--- config.mk ---
export PLATFORM = sky130hd
export DESIGN_NAME = pwm_shadow_ctrl
export DESIGN_NICKNAME = d
export VERILOG_FILES = /design/src/rtl/pwm_shadow_pkg.sv /design/src/rtl/pwm_shadow_regs.sv /design/src/rtl/pwm_shadow_presc.sv /design/src/rtl/pwm_shadow_chan.sv /design/src/rtl/pwm_shadow_ctrl.sv
export SDC_FILE = /design/constraint.sdc
export NUM_CORES = 1
export LEC_CHECK = 0
export BUFFER_PORTS_ARGS = -buffer_cell sky130_fd_sc_hd__buf_2
export CAP_MARGIN = 20
export CORE_MARGIN = 4
export CORE_UTILIZATION = 35
export CTS_BUF_LIST = sky130_fd_sc_hd__clkbuf_4
export DETAILED_ROUTE_END_ITERATION = 7
export HOLD_SLACK_MARGIN = 0.05
export MAX_ROUTING_LAYER = met4
export SYNTH_ARGS = -nofsm -noshare
export SYNTH_HDL_FRONTEND = slang
export SYNTH_SLANG_ARGS = --single-unit
--- constraint.sdc ---
create_clock -name clk -period 3.8 [get_ports clk]
set_clock_uncertainty 0.05 [all_clocks]
set_input_delay 0.38 -clock clk [delete_from_list [all_inputs] [get_ports clk]]
set_output_delay 0.38 -clock clk [all_outputs]
set_load 0.01 [all_outputs]
--- src/rtl/pwm_shadow_pkg.sv ---
package pwm_shadow_pkg;
    localparam int CW      = 16;  // period / duty width
    localparam int DIV_W   = 2;   // divider select width
    localparam int INV_BIT = 5;   // invert bit position in control word

    typedef enum logic [0:0] {
        CH_IDLE = 1'b0,
        CH_RUN  = 1'b1
    } ch_state_t;

    typedef struct packed {
        logic [CW-1:0]    period;
        logic [CW-1:0]    duty;
        logic [DIV_W-1:0] div;
        logic             inv;
    } ch_cfg_t;
endpackage

--- src/rtl/pwm_shadow_regs.sv ---
module pwm_shadow_regs
    import pwm_shadow_pkg::*;
#(
    parameter int NCH = 4,
    parameter int AW  = 12,
    parameter int DW  = 32,
    parameter logic [AW-1:0] PER_BASE = 12'h400,
    parameter logic [AW-1:0] DUT_BASE = 12'h420,
    parameter logic [AW-1:0] CTL_BASE = 12'h440
) (
    input  logic           clk,
    input  logic           rst_n,
    input  logic           wr_en,
    input  logic           rd_en,
    input  logic [AW-1:0]  addr,
    input  logic [DW-1:0]  wdata,
    output logic [DW-1:0]  rdata,
    output ch_cfg_t        cfg [NCH],
    output logic [NCH-1:0] arm
);
    localparam int STRIDE = 4;

    function automatic logic [AW-1:0] slot(input logic [AW-1:0] base, input int c);
        return base + AW'(STRIDE * c);
    endfunction

    logic [DW-1:0] rd_mux;
    logic          unused_hi;
    assign unused_hi = ^wdata[DW-1:CW];

    always_ff @(posedge clk or negedge rst_n) begin
        if (!rst_n) begin
            for (int c = 0; c < NCH; c++) cfg[c] <= '0;
            arm <= '0;
        end else begin
            arm <= '0;
            if (wr_en) begin
                for (int c = 0; c < NCH; c++) begin
                    if (addr == slot(PER_BASE, c)) begin
                        cfg[c].period <= wdata[CW-1:0];
                        arm[c]        <= 1'b1;
                    end
                    if (addr == slot(DUT_BASE, c)) cfg[c].duty <= wdata[CW-1:0];
                    if (addr == slot(CTL_BASE, c)) begin
                        cfg[c].div <= wdata[DIV_W-1:0];
                        cfg[c].inv <= wdata[INV_BIT];
                    end
                end
            end
        end
    end

    always_comb begin
        rd_mux = '0;
        for (int c = 0; c < NCH; c++) begin
            if (addr == slot(PER_BASE, c)) rd_mux = DW'(cfg[c].period);
            if (addr == slot(DUT_BASE, c)) rd_mux = DW'(cfg[c].duty);
            if (addr == slot(CTL_BASE, c)) begin
                rd_mux[DIV_W-1:0] = cfg[c].div;
                rd_mux[INV_BIT]   = cfg[c].inv;
            end
        end
    end

    always_ff @(posedge clk or negedge rst_n) begin
        if (!rst_n)     rdata <= '0;
        else if (rd_en) rdata <= rd_mux;
    end

    AST_ARM_SINGLE: assert property (@(posedge clk) disable iff (!rst_n)
        $onehot0(arm));
    AST_ARM_NEEDS_WRITE: assert property (@(posedge clk) disable iff (!rst_n)
        !wr_en |=> (arm == '0));
endmodule

--- src/rtl/pwm_shadow_presc.sv ---
module pwm_shadow_presc
    import pwm_shadow_pkg::*;
#(
    parameter int PW = 3
) (
    input  logic             clk,
    input  logic             rst_n,
    input  logic             tick,
    input  logic             clr,
    input  logic [DIV_W-1:0] div,
    output logic             step
);
    logic [PW-1:0] pre;
    logic [PW-1:0] mask;

    assign mask = PW'((1 << div) - 1);
    assign step = tick && (pre == mask);

    always_ff @(posedge clk or negedge rst_n) begin
        if (!rst_n)    pre <= '0;
        else if (clr)  pre <= '0;
        else if (tick) pre <= (pre == mask) ? '0 : pre + 1'b1;
    end

    AST_PRE_BOUND: assert property (@(posedge clk) disable iff (!rst_n)
        $stable(div) |=> (pre <= mask));
endmodule

--- src/rtl/pwm_shadow_chan.sv ---
module pwm_shadow_chan
    import pwm_shadow_pkg::*;
#(
    parameter int PW = 3
) (
    input  logic    clk,
    input  logic    rst_n,
    input  logic    tick,
    input  ch_cfg_t cfg,
    input  logic    arm,
    output logic    pwm
);
    ch_state_t     st, st_nx;
    ch_cfg_t       act;
    logic          pend;
    logic [CW-1:0] cnt;
    logic          step, last, load, stop;

    pwm_shadow_presc #(.PW(PW)) u_presc (
        .clk  (clk),
        .rst_n(rst_n),
        .tick (tick),
        .clr  (load),
        .div  (act.div),
        .step (step)
    );

    assign last = (st == CH_RUN) && step && (cnt == act.period - 1'b1);

    // next state and commit decisions
    always_comb begin
        st_nx = st;
        load  = 1'b0;
        stop  = 1'b0;
        unique case (st)
            CH_IDLE: if (pend) begin
                if (cfg.period != '0) begin st_nx = CH_RUN; load = 1'b1; end
                else stop = 1'b1;
            end
            CH_RUN: if (last && pend) begin
                if (cfg.period == '0) begin st_nx = CH_IDLE; stop = 1'b1; end
                else load = 1'b1;
            end
        endcase
    end

    // state register
    always_ff @(posedge clk or negedge rst_n) begin
        if (!rst_n) st <= CH_IDLE;
        else        st <= st_nx;
    end

    // datapath: pending flag, active settings, step counter
    always_ff @(posedge clk or negedge rst_n) begin
        if (!rst_n) begin
            pend <= 1'b0;
            act  <= '0;
            cnt  <= '0;
        end else begin
            if (arm)               pend <= 1'b1;
            else if (load || stop) pend <= 1'b0;
            if (load) begin
                act <= cfg;
                cnt <= '0;
            end else if (stop) begin
                cnt <= '0;
            end else if (st == CH_RUN && step) begin
                cnt <= last ? '0 : cnt + 1'b1;
            end
        end
    end

    // outputs
    always_comb begin
        pwm = 1'b0;
        unique case (st)
            CH_IDLE: pwm = 1'b0;
            CH_RUN:  pwm = act.inv ^ (cnt < act.duty);
        endcase
    end

    AST_CNT_BOUND: assert property (@(posedge clk) disable iff (!rst_n)
        (st == CH_RUN) |-> (cnt < act.period));
    AST_CFG_HOLD: assert property (@(posedge clk) disable iff (!rst_n)
        (st == CH_RUN && !last) |=> $stable(act));
    AST_STOP_LOW: assert property (@(posedge clk) disable iff (!rst_n)
        (last && pend && !arm && cfg.period == '0) |=> !pwm);
    AST_RUN_NONZERO: assert property (@(posedge clk) disable iff (!rst_n)
        (st == CH_RUN) |-> (act.period != '0));
endmodule

--- src/rtl/pwm_shadow_ctrl.sv ---
module pwm_shadow_ctrl
    import pwm_shadow_pkg::*;
#(
    parameter int NCH = 4,
    parameter int AW  = 12,
    parameter int DW  = 32,
    parameter int PW  = 3
) (
    input  logic           clk,
    input  logic           rst_n,
    input  logic           tick,
    input  logic           bus_wr,
    input  logic           bus_rd,
    input  logic [AW-1:0]  bus_addr,
    input  logic [DW-1:0]  bus_wdata,
    output logic [DW-1:0]  bus_rdata,
    output logic [NCH-1:0] pwm_out
);
    ch_cfg_t        cfg [NCH];
    logic [NCH-1:0] arm;

    pwm_shadow_regs #(.NCH(NCH), .AW(AW), .DW(DW)) u_regs (
        .clk  (clk),
        .rst_n(rst_n),
        .wr_en(bus_wr),
        .rd_en(bus_rd),
        .addr (bus_addr),
        .wdata(bus_wdata),
        .rdata(bus_rdata),
        .cfg  (cfg),
        .arm  (arm)
    );

    for (genvar c = 0; c < NCH; c++) begin : g_ch
        pwm_shadow_chan #(.PW(PW)) u_chan (
            .clk  (clk),
            .rst_n(rst_n),
            .tick (tick),
            .cfg  (cfg[c]),
            .arm  (arm[c]),
            .pwm  (pwm_out[c])
        );
    end

    AST_RESET_LOW: assert property (@(posedge clk)
        !rst_n |=> (pwm_out == '0));
endmodule

==> impl_metrics.yaml, run 1 <==
outcome:
  run_status: "finished with violations"
  failing_checks: "design-rule violations"
global_routing:
  grt_max_degree: 80
  globalRoute.totalOverflow: 0
  grt_pass1_wl_mm: 98.3
  antenna_violations_before_repair: 2
  globalRouteTotalUtil: 0.193
  grt_pass1_vias: 16800
min_path:
  timing.hold.worst.class: "in2async"
setup_path:
  cp_max_fo: 38
  cpPeakStageDelay_ns: 0.55
  critPathLaunchType: "flip-flop"
  cp_slowest_cell: "or4b_1"
  worstPathArrival_ns: 4.21
  worst-endpoint-required_ns: 4.41
  critPathKind: "reg2reg"
  crit_path_cell_trace: "inv_1 -> ha_1 -> or4b_1 -> or3_1 -> a31o_2 -> a221oi_1 -> nand4_1 -> buf_4 -> a21boi_4 -> buf_12 -> mux2_2"
  timing.critical_path.to_type: "flip-flop"
finish:
  nets: 2298
  layout.area.seq_sq_um: 9610
  multi_input_comb_area_sq_um: 11000
  layout.filler_cells: 5860
  finish.instance_area_sq_um: 24300
  layout_commonest_cell: "dfrtp_1"
  post_route_cells_drive_above_1_share: 0.237
  flow.area_growth_from_synthesis_pct: 12.8
  most-common-layout-cells: "dfrtp_1, mux2_2, clkbuf_4"
logic_synthesis:
  yosysUniqueCellTypes: 89
  postSynthAreaPerCell_sq_um: 10.5
  synth_compound_area_frac: 0.124
  synth-async-reset-ratio: 1.00
  largest_family_of_logic_cells_by_synthesized_area: "simple AND/OR/NAND/NOR gates"
  netlist.area_leader.share: 0.446
  postSynthCellCount: 2059
  muxShareOfSynthArea: 0.135
  synth.cell_area_sq_um: 21600
  portion_of_the_post_synthesis_area_used_by_sequential_elements: 0.446
  simple_gate_portion_of_the_synthesized_area: 0.153
  warnings_synthesis: 0
  count_of_flip_flops_with_a_built_in_enable_after_synthesis: 0
  synth.ff_latch_count: 384
  synth-xor-area-share: 0.0526
  yosysTopAreaCell: "dfrtp_1"
  yosys_most_used_dff: "dfrtp_1"
  synth_top_cells_by_area: "dfrtp_1, mux2_2, ha_1"
  synthAdderAreaFrac: 0.0418
clock_network:
  htree_levels: 3
  numCtsBuffers: 103
  clkLatencyLatePin_ns: 0.84
  cts_root_buffer: "clkbuf_4"
  cts_repair_resize_count: 0
  cts_sink_count: 384
  cts_tree: "built"
  cts_max_path_buffers: 3
  path_clk_slew_ns: 0.07
floorplan:
  chipHeight_um: 256
  dieWidth_um: 256
  core.rowCount: 90
  dieArea_sq_um: 65600
  ios: 85
  coreArea_sq_um: 60700
  start_util: 0.355
place:
  dpl.hpwl_mm: 45.9
  routability_cong: 0.933
  io_buffer_count: 52
  post_dp_cell_area_sq_um: 22800
timing:
  slew-limit-headroom: 0.232
  finalHoldViolCount: 0
  setup-violations-final: 0
  worst_slew_pin_slew_ns: 1.15
  grt_setup_unrepaired: "no"
  sum_of_negative_setup_slack_ns: 0
  share_of_the_clock_period_used_by_the_worst_path_after_layout: 0.947
  final.hold.worst_slack_ns: 0.0933
  min_period_ns: 3.60
  maxClockFrequency_ghz: 0.278
  count_of_pins_over_their_slew_limit: 0
pwr:
  cellLeakagePower_nw: 11.1
  power_density_nw_per_um2: 362
  worst_ir_drop_vdd_mv: 0.165
drt:
  remaining_drc_errors: 5
  route.detailed.wl_per_inst_um: 20.7
  drt-total-wl_mm: 63.0
  first_pass_iters: 8
  dr_total_vias: 17000
  drt_iter0_markers: 1386
  ant_nets: 0
  route.detailed.vias_per_inst: 5.59
flow_run:
  drv_cap: 0
-- path summary, 6_finish.rpt --
kind                                                     from                            endpoint  slack [ns]  cells after the start
setup / recovery           g_ch[1].u_chan.act[19]$_DFFE_PN0N_   g_ch[1].u_chan.act[7]$_DFFE_PN0N_        0.20                     11
min in group clk                                  bus_addr[4]         u_regs.cfg[105]$_DFFE_PN0P_        0.21                      6
hold / removal                                          rst_n   g_ch[1].u_chan.cnt[3]$_DFFE_PN0P_        0.09                      2
max in group asynchronous                               rst_n  g_ch[1].u_chan.cnt[12]$_DFFE_PN0P_        2.56                      3
setup reg to reg           g_ch[1].u_chan.act[19]$_DFFE_PN0N_   g_ch[1].u_chan.act[7]$_DFFE_PN0N_        0.20                     11
hold reg to reg                       u_regs.arm[3]$_DFF_PN0_     g_ch[3].u_chan.pend$_DFFE_PN0P_        0.38                      1
-- per-stage QoR --
stage	setup slack, ns	power, mW	std cells	util
4_1_cts	0.156	8.94	3034	0.400
3_5_place_dp	0.206	5.19	2831	0.375
3_3_place_gp	0.311	5.17	2831	0.375
5_1_grt	0.0354	9.27	3037	0.401
6_report	0.202	8.81	3038	0.401
2_1_floorplan	0.371	4.87	2074	-
-- report_power, final --
part / switching [mW] / leakage, nW / internal, mW
Sequential: 0.177 / 5.20 / 4.18
Clock: 1.78 / 0.771 / 1.90
Combinational: 0.453 / 5.11 / 0.320
-- registers in the layout, indices dropped and copies added, names as in the netlist --
register,cells
g_ch.u_chan.st,4
u_regs.rdata,16
u_regs.arm,4
g_ch.u_chan.pend,4
g_ch.u_chan.cnt,64
g_ch.u_chan.act,140
u_regs.cfg,140
g_ch.u_chan.u_presc.pre,12
-- worst max-delay path, delay by kind of cell (launching register included) --
family,cells,cell delay (ns)
AOI/OAI and AO/OA,3,0.79
adders and majority gates,1,0.21
buffers and inverters,3,0.51
DFF,1,0.43
muxes,1,0.37
and+or+nand+nor,3,1.07
-- cell type report --
type,count,share of cell area
Multi-Input combinational cell,1461,0.454
Sequential cell,384,0.395
Clock inverter,28,0.00612
Timing Repair Buffer,128,0.0415
Clock buffer,153,0.0472
Inverter,99,0.0153
Antenna cell,3,0.000309
Tap cell,782,0.0402
-- logic make-up after synthesis --
family                     after synthesis
DFF                                    384
other                                    1
muxes                                  257
and+or+nand+nor                        614
AOI/OAI and AO/OA                      374
xor gates and xnor gates               128
buffers and inverters                  229
adders and majority gates               72
-- routing by layer --
| metal | wire length [um] | track usage |
|---|---|---|
| met2 | 28500 | 0.289 |
| met1 | 28800 | 0.263 |
| met3 | 4170 | 0.0444 |
| met5 | 0 | - |
| met4 | 1580 | 0.0581 |
-- Yosys cell counts (12+ instances only) --
cell type,n
dfrtp_1,384
mux2_2,221
nand2_1,134
nor2_1,123
inv_1,99
clkbuf_1,88
ha_1,72
a21oi_1,67
nor3_1,66
xnor2_1,65
o21ai_0,64
xor2_1,62
nor4_1,42
o211ai_1,40
nand4_1,39
nand3_1,36
a21o_1,27
nand3b_1,26
buf_4,25
nand2b_1,20
a311o_1,19
nor3b_1,19
a222oi_1,15
or3_1,14
a221oi_1,13
a22oi_1,13
mux2_1,13
mux2i_1,13
a31oi_1,12
and3_1,12
nand4b_1,12
-- repair_timing --
item / 4_1_cts / 5_1_grt
endpoints found under the setup margin: 0 / 24
setup buffers: 0 / 1
hold endpoints to repair: 414 / 0
hold buffers: 22 / 0
(Power assumes the default switching activity.)
==> run 2, diff against run 1 <==
--- a/config.mk
+++ b/config.mk
@@ -7,7 +7,6 @@
 export LEC_CHECK = 0
 export BUFFER_PORTS_ARGS = -buffer_cell sky130_fd_sc_hd__buf_2
 export CAP_MARGIN = 20
-export CORE_MARGIN = 4
 export CORE_UTILIZATION = 35
 export CTS_BUF_LIST = sky130_fd_sc_hd__clkbuf_4
 export DETAILED_ROUTE_END_ITERATION = 7
==> run 2 against run 1 <==
Net effect:
- the run now ends clean
- critical path depth decreased by 1
- register-to-register slack got worse by 0.03 ns
- first-iteration DRC count increased by 1.5%
- sequential share of layout area increased by 0.17 points
- die area decreased by 4.6%
- utilization decreased by 0.099 points
==> impl_metrics.yaml, run 2 (synthesis results as in run 1) <==
global_routing:
  grt_pass1_vias: 16600
  grt_max_degree: 93
  globalRoute.totalOverflow: 0
  grt_pass1_wl_mm: 97.9
  globalRouteTotalUtil: 0.207
  antenna_violations_before_repair: 4
pwr:
  pwr-share-comb: 0.088
  cellLeakagePower_nw: 11.0
  share_seq_of_total_power: 0.496
  clockPowerShare: 0.416
  power_density_nw_per_um2: 362
  sw_frac_of_total: 0.272
  worst_ir_drop_vdd_mv: 0.191
  power_switching_mw: 2.39
  p_int_mw: 6.39
finish:
  layout.filler_cells: 5883
  post_route_cells_drive_above_1_share: 0.234
  most-common-layout-cells: "dfrtp_1, mux2_2, clkbuf_4"
  nets: 2294
  stdcell_count: 3027
  finish.instance_area_sq_um: 24200
  layout_commonest_cell: "dfrtp_1"
  flow.area_growth_from_synthesis_pct: 12.3
  layout_top_registers: "g_ch.u_chan.act (140), u_regs.cfg (140), g_ch.u_chan.cnt (64)"
drt:
  ant_nets: 0
  first_pass_iters: 8
  dr_total_vias: 16900
  route.detailed.vias_per_inst: 5.59
  drt-total-wl_mm: 62.6
  route.detailed.wl_per_inst_um: 20.7
  drt_iter0_markers: 1407
  remaining_drc_errors: 0
timing:
  slew-limit-headroom: 0.336
  setup-violations-final: 0
  sum_of_negative_setup_slack_ns: 0
  count_of_pins_over_their_slew_limit: 0
  share_of_the_clock_period_used_by_the_worst_path_after_layout: 0.955
  grt_setup_unrepaired: "no"
  min_period_ns: 3.63
  finalHoldViolCount: 0
  maxClockFrequency_ghz: 0.276
  worst_slew_pin_slew_ns: 0.996
clock_network:
  cts_hold_repair.buffers: 23
  clkLatencyLatePin_ns: 0.85
  cts_max_path_buffers: 3
  htree_levels: 3
  cts_sink_count: 384
  cts_root_buffer: "clkbuf_4"
  path_clk_slew_ns: 0.07
  cts_repair_resize_count: 0
  numCtsBuffers: 102
  post_cts.repair.setup_buffers: 0
  cts_tree: "built"
floorplan:
  dieArea_sq_um: 62600
  core.rowCount: 90
  dieWidth_um: 250
  ios: 85
  coreArea_sq_um: 60600
  start_util: 0.356
  chipHeight_um: 250
place:
  routability_cong: 0.957
  io_buffer_count: 52
  dpl.hpwl_mm: 45.3
  post_dp_cell_area_sq_um: 22700
  post-place-cells: 2828
setup_path:
  worst-endpoint-required_ns: 4.44
  critPathKind: "reg2reg"
  r2r_slack_ns: 0.17
  critPathLaunchType: "flip-flop"
  cpPeakStageDelay_ns: 0.53
  cp_slowest_cell: "or4b_1"
  r2r-start: "g_ch[1].u_chan.act[19]$_DFFE_PN0N_"
  worst-r2r-cell-count: 10
  critical_path.startpoint: "g_ch[1].u_chan.act[19]$_DFFE_PN0N_"
  crit_path_cell_trace: "inv_1 -> ha_1 -> or4b_1 -> or3_1 -> a31o_2 -> a221oi_1 -> nand4_1 -> a21boi_4 -> buf_4 -> mux2_2"
  cp_max_fo: 23
  worstPathArrival_ns: 4.27
  worstReg2RegEnd: "g_ch[1].u_chan.act[3]$_DFFE_PN0N_"
  timing.critical_path.to_type: "flip-flop"
min_path:
  timing.hold.worst.class: "in2async"
flow_run:
  drv_cap: 0
outcome:
  run_status: "finished, final reports clean"
[run 2: cell types whose count changed in the layout (fill, tap and decap cells not counted), sizes merged]
cell      previous run  this run
buf                106       103
bufinv               1         2
clkbuf             153       146
clkinv              23        18
clkinvlp             3         1
diode                3         5
inv                100       103
[run 2: how the worst max path moves through the flow]
stage                                        end  depth (start not counted)  slack, ns
2_1_floorplan  g_ch[2].u_chan.act[0]$_DFFE_PN0N_                         12       0.37
3_3_place_gp   g_ch[1].u_chan.act[4]$_DFFE_PN0N_                         10       0.27
3_5_place_dp   g_ch[1].u_chan.act[9]$_DFFE_PN0N_                         10       0.20
4_1_cts                               pwm_out[0]                          9       0.18
5_1_grt                               pwm_out[0]                          9      0.006
6_report       g_ch[1].u_chan.act[3]$_DFFE_PN0N_                         10       0.17
[run 2: final cells by class]
| cell class | count | area (sq um) | area share |
|---|---|---|---|
| antenna | 5 | 12.5 | 0.000517 |
| clock buffer | 146 | 1100 | 0.0453 |
| clock inverter | 25 | 164 | 0.00677 |
| inverter | 99 | 372 | 0.0153 |
| multi-input combinational | 1461 | 11000 | 0.456 |
| sequential | 384 | 9610 | 0.397 |
| tap | 782 | 978 | 0.0404 |
| timing repair buffer | 125 | 936 | 0.0387 |
[run 2: power groups by stage]
stage / Sequential (mW) / Clock [mW] / Combinational (mW)
2_1_floorplan: 4.35 / 0 / 0.520
3_3_place_gp: 4.42 / 0 / 0.736
3_5_place_dp: 4.42 / 0 / 0.754
4_1_cts: 4.35 / 3.75 / 0.782
5_1_grt: 4.37 / 3.98 / 0.877
6_report: 4.35 / 3.65 / 0.774
[run 2: through the flow]
step | worst slack [ns] | total power [mW] | hold slack, ns | util
after global routing | 0.00609 | 9.22 | 0.0502 | 0.400
after global placement | 0.268 | 5.16 | 0.240 | 0.375
after floorplan | 0.371 | 4.87 | 0.0344 | -
after detailed placement | 0.198 | 5.18 | 0.241 | 0.375
after CTS | 0.177 | 8.88 | 0.0537 | 0.399
final | 0.173 | 8.78 | 0.0938 | 0.400
[run 2: worst max-delay path: cells and delay by family (launching register included)]
kind                       cells  cell delay (ns)
and+or+nand+nor                3             1.23
AOI/OAI and AO/OA              3             0.83
DFF                            1             0.42
buffers and inverters          2             0.40
muxes                          1             0.37
adders and majority gates      1             0.19
[run 2: routing by layer]
metal | up-vias | part of all wire | global-route usage
li1 | 7818 | - | -
met1 | 8415 | 0.45 | 0.276
met2 | 570 | 0.45 | 0.308
met3 | 114 | 0.077 | 0.0514
met4 | 0 | 0.023 | 0.0598
met5 | - | 0 | -
